$ cat src/rtl/tdem_pkg.sv
package tdem_pkg;
    // Kind of steering step taken on a cycle
    typedef enum logic [1:0] {
        STEP_NONE = 2'd0,   // y at either end of range, S = 0
        STEP_ONE  = 2'd1,   // odd y, |S| = 1
        STEP_TWO  = 2'd2    // even interior y, |S| = 2
    } step_e;

    localparam int STEER_W = 3;
endpackage

$ cat src/rtl/tdem_quantizer.sv
module tdem_quantizer
    import tdem_pkg::*;
#(
    parameter int K = 3
) (
    input  logic                      clk,
    input  logic                      rst,
    input  logic [K:0]                y,
    input  logic                      fb_neg,
    output step_e                     kind,
    output logic signed [STEER_W-1:0] steer
);
    localparam logic [K:0] FULL_CNT = (K+1)'(1) << K;

    always_comb begin
        if (y == '0 || y == FULL_CNT)
            kind = STEP_NONE;
        else if (y[0])
            kind = STEP_ONE;
        else
            kind = STEP_TWO;
    end

    always_comb begin
        unique case (kind)
            STEP_NONE: steer = 3'sd0;
            STEP_ONE:  steer = fb_neg ? -3'sd1 : 3'sd1;
            STEP_TWO:  steer = fb_neg ? -3'sd2 : 3'sd2;
            default:   steer = 3'sd0;
        endcase
    end

    logic [STEER_W-1:0] steer_mag;
    assign steer_mag = steer[STEER_W-1] ? STEER_W'(-steer) : STEER_W'(steer);

    a_r3_parity: assert property (@(posedge clk) disable iff (rst)
        steer[0] == y[0]);
    a_r3_bound: assert property (@(posedge clk) disable iff (rst)
        ((K+1)'(steer_mag) <= y) && ((K+1)'(steer_mag) <= FULL_CNT - y));
    a_r5_interior_moves: assert property (@(posedge clk) disable iff (rst)
        (y != '0 && y != FULL_CNT) |-> steer != 3'sd0);
endmodule

$ cat src/rtl/tdem_loop_filter.sv
module tdem_loop_filter
    import tdem_pkg::*;
#(
    parameter int ACC_W = 12
) (
    input  logic                      clk,
    input  logic                      rst,
    input  logic                      en,
    input  logic signed [STEER_W-1:0] steer,
    output logic                      fb_neg
);
    logic signed [ACC_W-1:0] acc1_q, acc2_q;
    logic signed [ACC_W:0]   nxt1_w;
    logic signed [ACC_W+1:0] nxt2_w;
    logic signed [ACC_W:0]   tap_w;

    always_comb begin
        nxt1_w = (ACC_W+1)'(acc1_q) + (ACC_W+1)'(steer);
        nxt2_w = (ACC_W+2)'(acc2_q) + (ACC_W+2)'(nxt1_w);
        tap_w  = (ACC_W+1)'(acc1_q) + (ACC_W+1)'(acc2_q);
        // decision is the negated tap; zero counts as positive
        fb_neg = tap_w > 0;
    end

    always_ff @(posedge clk) begin
        if (rst) begin
            acc1_q <= '0;
            acc2_q <= '0;
        end else if (en) begin
            acc1_q <= nxt1_w[ACC_W-1:0];
            acc2_q <= nxt2_w[ACC_W-1:0];
        end
    end

    a_r8_no_overflow: assert property (@(posedge clk) disable iff (rst)
        en |-> (nxt1_w[ACC_W] == nxt1_w[ACC_W-1]) &&
               (nxt2_w[ACC_W+1:ACC_W-1] == 3'b000 || nxt2_w[ACC_W+1:ACC_W-1] == 3'b111));
    a_r6_hold_state: assert property (@(posedge clk) disable iff (rst)
        !en |=> $stable(acc1_q) && $stable(acc2_q));
endmodule

$ cat src/rtl/tdem_splitter.sv
module tdem_splitter
    import tdem_pkg::*;
#(
    parameter int K = 3
) (
    input  logic                      clk,
    input  logic                      rst,
    input  logic [K:0]                y,
    input  logic signed [STEER_W-1:0] steer,
    output logic [K-1:0]              out_a,
    output logic [K-1:0]              out_b
);
    logic signed [K+1:0] up_w, dn_w, y_s, st_s;

    always_comb begin
        y_s  = $signed({1'b0, y});
        st_s = (K+2)'(steer);
        up_w = y_s + st_s;
        dn_w = y_s - st_s;
    end

    always_ff @(posedge clk) begin
        if (rst) begin
            out_a <= '0;
            out_b <= '0;
        end else begin
            out_a <= up_w[K:1];
            out_b <= dn_w[K:1];
        end
    end

    a_r3_even_split: assert property (@(posedge clk) disable iff (rst)
        !up_w[0] && !dn_w[0] && !up_w[K+1] && !dn_w[K+1]);
endmodule

$ cat src/rtl/tdem_switch_node.sv
module tdem_switch_node
    import tdem_pkg::*;
#(
    parameter int K     = 3,
    parameter int ACC_W = 12
) (
    input  logic         clk,
    input  logic         rst,
    input  logic [K:0]   y_in,
    output logic [K-1:0] out_a,
    output logic [K-1:0] out_b
);
    localparam logic [K:0] FULL_CNT = (K+1)'(1) << K;

    step_e                     kind;
    logic signed [STEER_W-1:0] steer;
    logic                      fb_neg;
    logic                      filt_en;

    assign filt_en = (kind != STEP_NONE);

    tdem_quantizer #(.K(K)) u_quant (
        .clk(clk), .rst(rst), .y(y_in), .fb_neg(fb_neg),
        .kind(kind), .steer(steer)
    );

    tdem_loop_filter #(.ACC_W(ACC_W)) u_filt (
        .clk(clk), .rst(rst), .en(filt_en), .steer(steer), .fb_neg(fb_neg)
    );

    tdem_splitter #(.K(K)) u_split (
        .clk(clk), .rst(rst), .y(y_in), .steer(steer),
        .out_a(out_a), .out_b(out_b)
    );

    logic [K:0]        out_sum;
    logic signed [K:0] out_diff;
    assign out_sum  = {1'b0, out_a} + {1'b0, out_b};
    assign out_diff = $signed({1'b0, out_a}) - $signed({1'b0, out_b});

    a_r1_reset_clear: assert property (@(posedge clk) disable iff (rst)
        $past(rst) |-> (out_a == '0 && out_b == '0));
    a_r2_conserve: assert property (@(posedge clk) disable iff (rst)
        !$past(rst) |-> out_sum == $past(y_in));
    a_r4_odd_unit: assert property (@(posedge clk) disable iff (rst)
        (!$past(rst) && $past(y_in[0])) |->
            (out_diff == (K+1)'(1) || out_diff == -(K+1)'(1)));
    a_r6_edge_even: assert property (@(posedge clk) disable iff (rst)
        (!$past(rst) && ($past(y_in) == '0 || $past(y_in) == FULL_CNT)) |->
            out_a == out_b);
    a_r6_decision_frozen: assert property (@(posedge clk) disable iff (rst)
        (kind == STEP_NONE) |=> $stable(fb_neg));
endmodule

$ cat config.mk
export PLATFORM = sky130hd
export DESIGN_NAME = tdem_switch_node
export DESIGN_NICKNAME = d
export VERILOG_FILES = /design/src/rtl/tdem_pkg.sv /design/src/rtl/tdem_quantizer.sv /design/src/rtl/tdem_loop_filter.sv /design/src/rtl/tdem_splitter.sv /design/src/rtl/tdem_switch_node.sv
export SDC_FILE = /design/constraint.sdc
export NUM_CORES = 1
export LEC_CHECK = 0
export BUFFER_PORTS_ARGS = -buffer_cell sky130_fd_sc_hd__buf_2
export CORE_ASPECT_RATIO = 1.25
export CORE_MARGIN = 2
export CORE_UTILIZATION = 30
export CTS_CLUSTER_SIZE = 25
export DETAILED_ROUTE_END_ITERATION = 7
export SLEW_MARGIN = 20
export SYNTH_ARGS = -nofsm -noshare
export SYNTH_HDL_FRONTEND = slang
export SYNTH_SLANG_ARGS = --single-unit
$ cat constraint.sdc
create_clock -name clk -period 6.1 [get_ports clk]
set_input_delay 0.305 -clock clk [delete_from_list [all_inputs] [get_ports clk]]
set_output_delay 0.305 -clock clk [all_outputs]
set_load 0.005 [all_outputs]
==> results.md, run 1 <==
| Metric | Value |
|:---|:---|
| Actual transition at the worst max-transition pin | 0.623 ns |
| Clock period minus worst slack | 5.70 ns |
| Syn avg cell area | 8.31 sq um |
| Summed instance area of the synthesized netlist | 2700 sq um |
| Sort of element at the start of the critical path | flip-flop |
| Commonest register cell after synthesis | dfxtp_1 |
| CTS H-tree depth | 2 |
| Clock latency at the later pin of the worst-skew pair | 0.29 ns |
| Flip-flop and latch count after synthesis | 30 |
| Horizontal extent of the die | 88.9 microns |
| Number of endpoints failing setup at the final stage | 0 |
| Normalized max-slew margin | 58.4% |
| CTS max path bufs | 2 |
| Synthesized net count | 375 |
| Portion of the post-synthesis area used by sequential elements | 22.2% |
| Most frequent standard cell in the layout excluding fill and tap cells | nand2_1 |
| Clock transition at path regs | 0.07 ns |
| CTS sink count | 30 |
| Kind of critical path | flip-flop to flip-flop |
| Worst Path Required | 6.34 ns |
| Antenna cells | 0 |
| TritonCTS buffer count | 5 |
| DP Wirelength | 4520 microns |
| Number of antenna violations at the first check in global routing | 0 |
| GR met3 Demand/Resource | 2.61% |
| Port bufs | 11 |
| Crit Path Max Fanout | 4 |
| Final routed wirelength across all metal layers | 5950 microns |
| First-pass iteration count of the detailed router | 4 |
| Layout cell share with drive strength beyond 1 | 15.5% |
| DR DRC count | 0 |
| Fraction of registers with async set or reset after synthesis | 0% |
| Post-cts hold buffer count | 0 |
| Commonest cells after routing, fill and taps aside | 49 x nand2_1, 41 x a21oi_1, 39 x ha_1, 30 x dfxtp_1, 22 x xnor2_1 |
| Portion of synthesized cell area occupied by the leading cell type | 22.2% |
| Cell type with the highest aggregate area in the netlist | dfxtp_1 |
| Max-slew violation count | 0 |
| Portion of the clock cycle consumed by the worst path in the final layout | 93.5% |
| Critical-path cell with the highest stage delay | fa_1 |
| I/O pin total | 12 |
| Run status | complete, no violations |
| Kind of end point of the critical path | flip-flop |
| Global-route layer with the greatest usage | met2 |
| Core region area | 8700 sq um |
| Critical Path AT | 5.94 ns |
| Fraction of met2 tracks used by global routing | 23.9% |
| Number of standard-cell rows in the floorplan | 38 |
| Routed wirelength normalized by instance count | 12.9 microns |
| Synth warn | 0 |
| Post-detailed-placement cell area | 2890 sq um |
| Via count of the first global-routing pass | 2236 |
| Via count of the routed design | 2286 |
| Met1 layer usage reported by global route | 16.0% |
| Largest stage delay on the critical path | 0.43 ns |
| Clock Skew | 0.00748 ns |
| Crit path top cell by count | a21oi_2 |
| Final net count | 390 |
| EDFF count, synth | 0 |
| Grt total ovfl | 0 |
| Number of antenna-violating nets in the routed design | 0 |
| Final hold violations | 0 |
| Root Buffer Master | clkbuf_8 |
| Global-route wire length before repair | 10400 microns |
| Overall die area | 9780 sq um |
| CTS tree | yes |
| DIE HEIGHT | 110 microns |
| Via density per instance | 4.96 |
| Type of the worst min-delay path | input pin to flip-flop |
| Cells after Synth | 325 |
| Layout Cell Area excl Fill | 3060 sq um |
| Gpl congestion | 0.815 |
| Gr usage total | 13.5% |
| Sum Neg Setup Slack | 0 ns |
| Total of max-cap violations | 0 |
| Highest clock frequency the design can meet | 175 MHz |
| Starting Density | 31.0% |
| Pin count of the biggest net entering global routing | 34 |
| Starting DRT DRC Count | 66 |
| Biggest area contributors in the synthesized netlist | dfxtp_1 22%, ha_1 18%, a21oi_1 8.5% |
| Layout area overhead | 13.2% |
| Setup repair after global routing missed its margin | no |
| Unique cell type count in the Yosys netlist | 57 |
## per-layer routing
metal	wire, microns	part of all wire, %
met4	85	1.4
met1	2640	44
met5	0	0
met2	3100	52
met3	128	2.2
## synth_stat cells, types with 2 or more instances
master / number
nand2b_1: 2
nand3_1: 3
a21o_2: 2
dfxtp_1: 30
o211ai_1: 2
nand4_1: 2
a211o_1: 3
clkbuf_1: 6
inv_1: 13
nand2_1: 49
ha_1: 39
fa_1: 5
a21o_1: 7
a21oi_1: 46
or3_1: 3
a211oi_1: 4
xnor2_1: 23
o21bai_1: 6
nor2_1: 19
nor4b_1: 2
o21ai_0: 10
nor3_1: 6
buf_6: 2
xor2_1: 8
## stage by stage
| stage | hold slack [ns] | util [%] | cells | setup slack, ns |
|---|---|---|---|---|
| 2_1_floorplan | 0.453 | - | 325 | 0.225 |
| 3_3_place_gp | 0.465 | 33.3 | 452 | 0.171 |
| 3_5_place_dp | 0.478 | 33.3 | 452 | 0.0755 |
| 4_1_cts | 0.446 | 34.5 | 460 | 0.0673 |
| 5_1_grt | 0.484 | 35.1 | 461 | 0.00405 |
| 6_report | 0.446 | 35.1 | 461 | 0.398 |
## registers in the layout, summed over array words and instances, names as in the netlist
register,flops
u_split.out_a,3
u_filt.acc1_q,12
u_split.out_b,3
u_filt.acc2_q,12
## final timing paths
kind / start / endpoint / slack, ns / depth (start not counted)
setup / recovery: u_filt.acc2_q[0]$_SDFFE_PP0P_ / u_filt.acc2_q[11]$_SDFFE_PP0P_ / 0.40 / 28
hold / removal: y_in[3] / u_split.out_b[2]$_SDFF_PP0_ / 0.45 / 4
setup reg to reg: u_filt.acc2_q[0]$_SDFFE_PP0P_ / u_filt.acc2_q[11]$_SDFFE_PP0P_ / 0.40 / 28
hold reg to reg: u_filt.acc1_q[10]$_SDFFE_PP0P_ / u_filt.acc1_q[10]$_SDFFE_PP0P_ / 0.49 / 2
## logic make-up after synthesis
family	count (synthesis)	share of synthesized area, %
AOI/OAI and AO/OA	98	24.3
xor gates and xnor gates	32	10.9
adders and majority gates	44	21.8
buffers and inverters	22	3.61
DFF	30	22.2
other	1	0.139
and+or+nand+nor	98	17.1
## worst max-delay path: cells and delay by family, from the launching register on
kind                       cells  cell delay, ns
AOI/OAI and AO/OA             19            3.28
adders and majority gates      4            1.32
xor gates and xnor gates       3            0.55
DFF                            1            0.33
and+or+nand+nor                1            0.08
buffers and inverters          1            0.08
## final cells by class
| class | instances | area (sq um) |
|---|---|---|
| inverter | 13 | 48.8 |
| sequential | 30 | 601 |
| tap | 120 | 150 |
| clock buffer | 8 | 110 |
| multi-input combinational | 273 | 2050 |
| timing repair buffer | 17 | 100 |
| fill | 933 | 5640 |
## repair_timing
action	CTS	global route
setup endpoints to repair	0	1
endpoints found under the hold margin	0	0
gates resized for setup	0	11
buffers inserted	0	1
Power of run 1 is not shown: default switching activity piles up to over one toggle a cycle in this logic, so the estimate is an artifact.
==> inputs of run 2 (changes only) <==
--- a/config.mk
+++ b/config.mk
@@ -5,10 +5,11 @@
 export SDC_FILE = /design/constraint.sdc
 export NUM_CORES = 1
 export LEC_CHECK = 0
-export BUFFER_PORTS_ARGS = -buffer_cell sky130_fd_sc_hd__buf_2
+export BUFFER_PORTS_ARGS = -buffer_cell sky130_fd_sc_hd__buf_4
 export CORE_ASPECT_RATIO = 1.25
 export CORE_MARGIN = 2
 export CORE_UTILIZATION = 30
+export CTS_BUF_LIST = sky130_fd_sc_hd__clkbuf_4 sky130_fd_sc_hd__clkbuf_8 sky130_fd_sc_hd__clkbuf_16
 export CTS_CLUSTER_SIZE = 25
 export DETAILED_ROUTE_END_ITERATION = 7
 export SLEW_MARGIN = 20
==> run 2 against run 1 <==
Net effect:
- die area unchanged
- non-clock buffer count up 1
- setup slack lost 0.053 ns
- first-iteration DRC count rose by 12%
- hold slack lost 0.053 ns
- cell area up 0.86%
- count of clock-buffer cells in the layout fell by 1
- utilization is 0.30 points higher
- fmax is 0.91% lower
- critical endpoint unchanged
==> results.md, run 2 (synthesized netlist as in run 1, its figures left out) <==
| Metric | Value | Change |
|:---|:---|:---|
| Total of max-cap violations | 0 | unchanged |
| Clock latency at the later pin of the worst-skew pair | 0.29 ns | about the same |
| Port bufs | 11 | unchanged |
| CTS tree | yes |  |
| Launch point of the worst hold path | rst |  |
| Filler cell count in the final layout | 907 | -2.8% |
| Sort of element at the start of the critical path | flip-flop |  |
| Via count of the first global-routing pass | 2201 | -1.6% |
| Commonest cells after routing, fill and taps aside | 49 x nand2_1, 41 x a21oi_1, 39 x ha_1, 29 x dfxtp_1, 22 x xnor2_1 |  |
| DP Wirelength | 4650 microns | +2.8% |
| DIE HEIGHT | 110 microns | unchanged |
| Kind of critical path | flip-flop to flip-flop |  |
| Largest stage delay on the critical path | 0.43 ns | about the same |
| CTS sink count | 30 | unchanged |
| Number of antenna violations at the first check in global routing | 0 | unchanged |
| Endpoint, Worst Hold | u_split.out_b[0]$_SDFF_PP0_ |  |
| Crit Path Max Fanout | 4 | unchanged |
| Number of cells traversed by the worst hold path | 2 | -2 |
| Layout cell share with drive strength beyond 1 | 16.4% | +0.83 points |
| Post-cts hold buffer count | 0 | unchanged |
| Highest clock frequency the design can meet | 174 MHz | -0.91% |
| Number of standard-cell rows in the floorplan | 38 | unchanged |
| Top flop regs | u_filt.acc1_q (12), u_filt.acc2_q (12) |  |
| Routed wirelength normalized by instance count | 13.0 microns | +0.47% |
| Critical register-to-register path endpoint | u_filt.acc2_q[11]$_SDFFE_PP0P_ |  |
| Worst Path Required | 6.34 ns | about the same |
| Grt total ovfl | 0 | unchanged |
| Max-slew violation count | 0 | unchanged |
| Critical Path AT | 5.99 ns | +0.05 ns |
| Overall die area | 9780 sq um | unchanged |
| Portion of the clock cycle consumed by the worst path in the final layout | 94.3% | +0.86 points |
| Layout area overhead | 14.2% |  |
| Clock Skew | 0.00667 ns | -0.000813 ns |
| Final routed wirelength across all metal layers | 5990 microns | +0.69% |
| Run status | complete, no violations |  |
| Via count of the routed design | 2265 | -0.92% |
| Number of antenna-violating nets in the routed design | 0 | unchanged |
| Core region area | 8700 sq um | unchanged |
| Total area of multi-input combinational cells | 2050 sq um | +0.24% |
| Global-route wire length before repair | 9980 microns | -4.3% |
| Type of the worst min-delay path | input pin to flip-flop |  |
| Final hold violations | 0 | unchanged |
| Gr usage total | 13.1% | -0.42 points |
| Number of endpoints failing setup at the final stage | 0 | unchanged |
| I/O pin total | 12 | unchanged |
| Layout Cell Area excl Fill | 3080 sq um | +0.86% |
| DR DRC count | 0 | unchanged |
| CTS H-tree depth | 2 | unchanged |
| Most frequent standard cell in the layout excluding fill and tap cells | nand2_1 |  |
| Starting DRT DRC Count | 74 | +12% |
| Post-detailed-placement cell area | 2920 sq um | +0.95% |
| Root Buffer Master | clkbuf_8 |  |
| Startpoint of the worst register-to-register path | u_filt.acc2_q[0]$_SDFFE_PP0P_ |  |
| R2r worst-path depth | 28 | unchanged |
| Gpl congestion | 0.847 | +4.0% |
| Final setup margin | 0.346 ns | -0.0526 ns |
| Horizontal extent of the die | 88.9 microns | unchanged |
| Starting Density | 31.0% | unchanged |
| Kind of end point of the critical path | flip-flop |  |
| Critical-path cell with the highest stage delay | fa_1 |  |
| Placement-stage worst setup slack | 0.0304 ns | -0.0451 ns |
| Worst setup slack for register-to-register paths | 0.35 ns | -0.05 ns |
| Clock period minus worst slack | 5.75 ns | +0.0526 ns |
| Final net count | 391 | +0.26% |
| TritonCTS buffer count | 5 | unchanged |
| Via density per instance | 4.90 | -1.1% |
| Crit path top cell by count | a21oi_2 |  |
| CTS max path bufs | 2 | unchanged |
| First-pass iteration count of the detailed router | 4 | unchanged |
| FF/Latch Area | 602 sq um | +0.21% |
| Pin count of the biggest net entering global routing | 34 | unchanged |
| Antenna cells | 0 | unchanged |
| Clock transition at path regs | 0.07 ns | about the same |
-- run 2: cell types whose count changed in the layout (fill, tap and decap cells not counted), sizes merged --
cell and delta:
clkinv +1, buf +1, clkbuf -1
-- run 2: worst max-delay path by stage --
stage / from / endpoint / slack (ns) / cells past startpoint
after floorplan: u_filt.acc2_q[0]$_SDFFE_PP0P_ / u_filt.acc2_q[11]$_SDFFE_PP0P_ / 0.23 / 27
after global placement: u_filt.acc2_q[0]$_SDFFE_PP0P_ / u_filt.acc2_q[11]$_SDFFE_PP0P_ / 0.15 / 27
after detailed placement: u_filt.acc2_q[0]$_SDFFE_PP0P_ / u_filt.acc2_q[11]$_SDFFE_PP0P_ / 0.03 / 27
after CTS: u_filt.acc2_q[0]$_SDFFE_PP0P_ / u_filt.acc2_q[11]$_SDFFE_PP0P_ / 0.008 / 27
after global routing: u_filt.acc2_q[0]$_SDFFE_PP0P_ / u_filt.acc2_q[11]$_SDFFE_PP0P_ / -0.05 / 28
final: u_filt.acc2_q[0]$_SDFFE_PP0P_ / u_filt.acc2_q[11]$_SDFFE_PP0P_ / 0.35 / 28
-- run 2: critical path, delay by kind of cell (launching register included) --
kind / cells / cell delay (ns)
AOI/OAI and AO/OA: 19 / 3.32
xor gates and xnor gates: 3 / 0.54
adders and majority gates: 4 / 1.33
buffers and inverters: 1 / 0.09
DFF: 1 / 0.33
and+or+nand+nor: 1 / 0.08
-- run 2: routing by layer --
| metal | global-route usage (%) | vias up | share of wire, % |
|---|---|---|---|
| met5 | 0 | - | 0 |
| met4 | 4.44 | 0 | 1.8 |
| met3 | 2.31 | 11 | 1.6 |
| met2 | 24.3 | 16 | 52 |
| met1 | 14.7 | 1054 | 45 |
| li1 | - | 1184 | - |
-- run 2: repair_timing --
item	in CTS	in global routing
gates resized for setup	0	13
endpoints found under the setup margin	0	1
buffers inserted	0	2
-- run 2: final cells by class --
cell class / count / area share, %
sequential: 30 / 19.5
tap: 120 / 4.87
timing repair buffer: 18 / 4.38
multi-input combinational: 273 / 66.6
clock buffer: 7 / 2.92
clock inverter: 1 / 0.162
inverter: 13 / 1.58
-- run 2: metrics by stage --
step / utilization [%] / setup TNS [ns] / hold slack, ns / std cells
after floorplan: - / 0 / 0.453 / 325
after global placement: 33.6 / 0 / 0.465 / 452
after detailed placement: 33.6 / 0 / 0.475 / 452
after CTS: 34.7 / 0 / 0.389 / 460
after global routing: 35.4 / -0.0469 / 0.408 / 462
final: 35.4 / 0 / 0.393 / 462
Power of run 2 is left out for the same reason.
==> inputs of run 3 (changes only) <==
==> constraint.sdc (replaced) <==
create_clock -name clk -period 6.9 [get_ports clk]
set_input_delay 0.345 -clock clk [delete_from_list [all_inputs] [get_ports clk]]
set_output_delay 0.345 -clock clk [all_outputs]
set_load 0.005 [all_outputs]
==> run 3 against run 2 <==
Net effect:
- global-route usage shrank 0.61 points
- flip-flop and latch count is the same
- sequential share of layout area grew 0.54 points
- utilization shrank 1.0 points
- clock skew grew 0.0065 ns
- hold slack gained 0.050 ns
- cell area shrank 2.9%
- setup slack gained 0.31 ns
- die area is the same
- routed wire length shrank 3.5%
- highest routed layer unchanged
==> results.md, run 3 (synthesized netlist as in run 1, its figures left out) <==
| Metric | Value | Change |
|:---|:---|:---|
| Number of endpoints failing setup at the final stage | 0 | unchanged |
| Layout cell share with drive strength beyond 1 | 11.6% | -4.8 points |
| Highest clock frequency the design can meet | 160 MHz | -7.9% |
| Commonest cells after routing, fill and taps aside | 49 x nand2_1, 46 x a21oi_1, 39 x ha_1, 30 x dfxtp_1, 23 x xnor2_1 |  |
| Via density per instance | 4.90 | -0.11% |
| Kind of end point of the critical path | flip-flop |  |
| Number of antenna violations at the first check in global routing | 0 | unchanged |
| Critical-path cell with the highest stage delay | fa_1 |  |
| Type of the worst min-delay path | input pin to flip-flop |  |
| DR DRC count | 0 | unchanged |
| Post-cts hold buffer count | 0 | unchanged |
| Pin count of the biggest net entering global routing | 34 | unchanged |
| Total of max-cap violations | 0 | unchanged |
| Crit Path Max Fanout | 4 | unchanged |
| Run status | complete, no violations |  |
| Final net count | 386 | -1.3% |
| Overall die area | 9780 sq um | unchanged |
| Clock transition at path regs | 0.07 ns | about the same |
| Horizontal extent of the die | 88.9 microns | unchanged |
| Top flop regs | u_filt.acc1_q (12), u_filt.acc2_q (12) |  |
| Clock Skew | 0.0132 ns | +0.00654 ns |
| CTS max path bufs | 2 | unchanged |
| Global-route wire length before repair | 9560 microns | -4.2% |
| Layout area overhead | 10.9% |  |
| Postcts setup bufs | 0 | unchanged |
| Critical Path AT | 6.43 ns | +0.44 ns |
| Actual transition at the worst max-transition pin | 0.915 ns |  |
| Number of standard-cell rows in the floorplan | 38 | unchanged |
| Sort of element at the start of the critical path | flip-flop |  |
| Clock period minus worst slack | 6.25 ns | +0.492 ns |
| Antenna cells | 0 | unchanged |
| Grt total ovfl | 0 | unchanged |
| DIE HEIGHT | 110 microns | unchanged |
| Max-slew violation count | 0 | unchanged |
| Via count of the first global-routing pass | 2057 | -6.5% |
| Kind of critical path | flip-flop to flip-flop |  |
| TritonCTS buffer count | 5 | unchanged |
| Gr usage total | 12.4% | -0.61 points |
| Largest stage delay on the critical path | 0.45 ns | +0.02 ns |
| Most frequent standard cell in the layout excluding fill and tap cells | nand2_1 |  |
| Core region area | 8700 sq um | unchanged |
| I/O pin total | 12 | unchanged |
| Via count of the routed design | 2238 | -1.2% |
| Clock latency at the later pin of the worst-skew pair | 0.29 ns | about the same |
| CTS H-tree depth | 2 | unchanged |
| Number of antenna-violating nets in the routed design | 0 | unchanged |
| Sum Neg Setup Slack | 0 ns | unchanged |
| CTS tree | yes |  |
| First-pass iteration count of the detailed router | 4 | unchanged |
| Final routed wirelength across all metal layers | 5780 microns | -3.5% |
| Normalized max-slew margin | 39.0% |  |
| Portion of the clock cycle consumed by the worst path in the final layout | 90.5% | -3.8 points |
| Starting Density | 31.0% | unchanged |
| Starting DRT DRC Count | 99 | +34% |
| Worst Path Required | 7.08 ns | +0.74 ns |
| Crit path top cell by count | a21oi_1 |  |
| Post-cts gate resize count | 0 | unchanged |
| CTS sink count | 30 | unchanged |
| Gpl congestion | 0.856 | +0.98% |
| Root Buffer Master | clkbuf_8 |  |
| Setup repair after global routing missed its margin | no |  |
| Port bufs | 11 | unchanged |
| DP Wirelength | 4400 microns | -5.4% |
| Routed wirelength normalized by instance count | 12.6 microns | -2.4% |
| Final hold violations | 0 | unchanged |
## run 3: cell count changes in the layout (fill, tap and decap cells not counted), sizes merged
cell,before,now
buf,18,13
## run 3: worst max-delay path, delay by kind of cell (launching register included)
family / cells / cell delay (ns)
xor+xnor: 3 / 0.51
simple gates: 1 / 0.08
compound gates: 19 / 3.67
flops: 1 / 0.33
fa+ha+maj: 4 / 1.40
buf+inv: 1 / 0.18
## run 3: cell type report
cell class,instances,area [sq um]
inverter,13,48.8
clock inverter,1,5.00
sequential,30,601
fill,909,5710
tap,120,150
multi-input combinational,273,2000
clock buffer,7,90.1
timing repair buffer,13,97.6
## run 3: layer usage
| metal | global-route usage (%) | share of wire, % |
|---|---|---|
| met5 | 0 | 0 |
| met4 | 3.68 | 1.0 |
| met3 | 2.23 | 1.4 |
| met2 | 22.2 | 52 |
| met1 | 15.0 | 45 |
## run 3: final timing paths
path                                                    start                        endpoint  slack (ns)  cells after the start
worst min register to register  u_filt.acc1_q[0]$_SDFFE_PP0P_   u_filt.acc1_q[0]$_SDFFE_PP0P_        0.48                      2
worst max-delay path            u_filt.acc2_q[0]$_SDFFE_PP0P_  u_filt.acc2_q[11]$_SDFFE_PP0P_        0.65                     28
worst min-delay path                                      rst     u_split.out_b[0]$_SDFF_PP0_        0.44                      2
worst max register to register  u_filt.acc2_q[0]$_SDFFE_PP0P_  u_filt.acc2_q[11]$_SDFFE_PP0P_        0.65                     28
## run 3: through the flow
step	setup WS (ns)	util (%)	cells	instance area [sq um]	hold WS (ns)
after floorplan	1.03	-	325	2700	0.453
after global placement	0.756	33.3	449	2900	0.466
after detailed placement	0.648	33.3	449	2900	0.475
after CTS	0.644	34.4	457	2990	0.430
after global routing	0.0866	34.4	457	2990	0.460
final	0.654	34.4	457	2990	0.443
Power of run 3 is left out for the same reason.
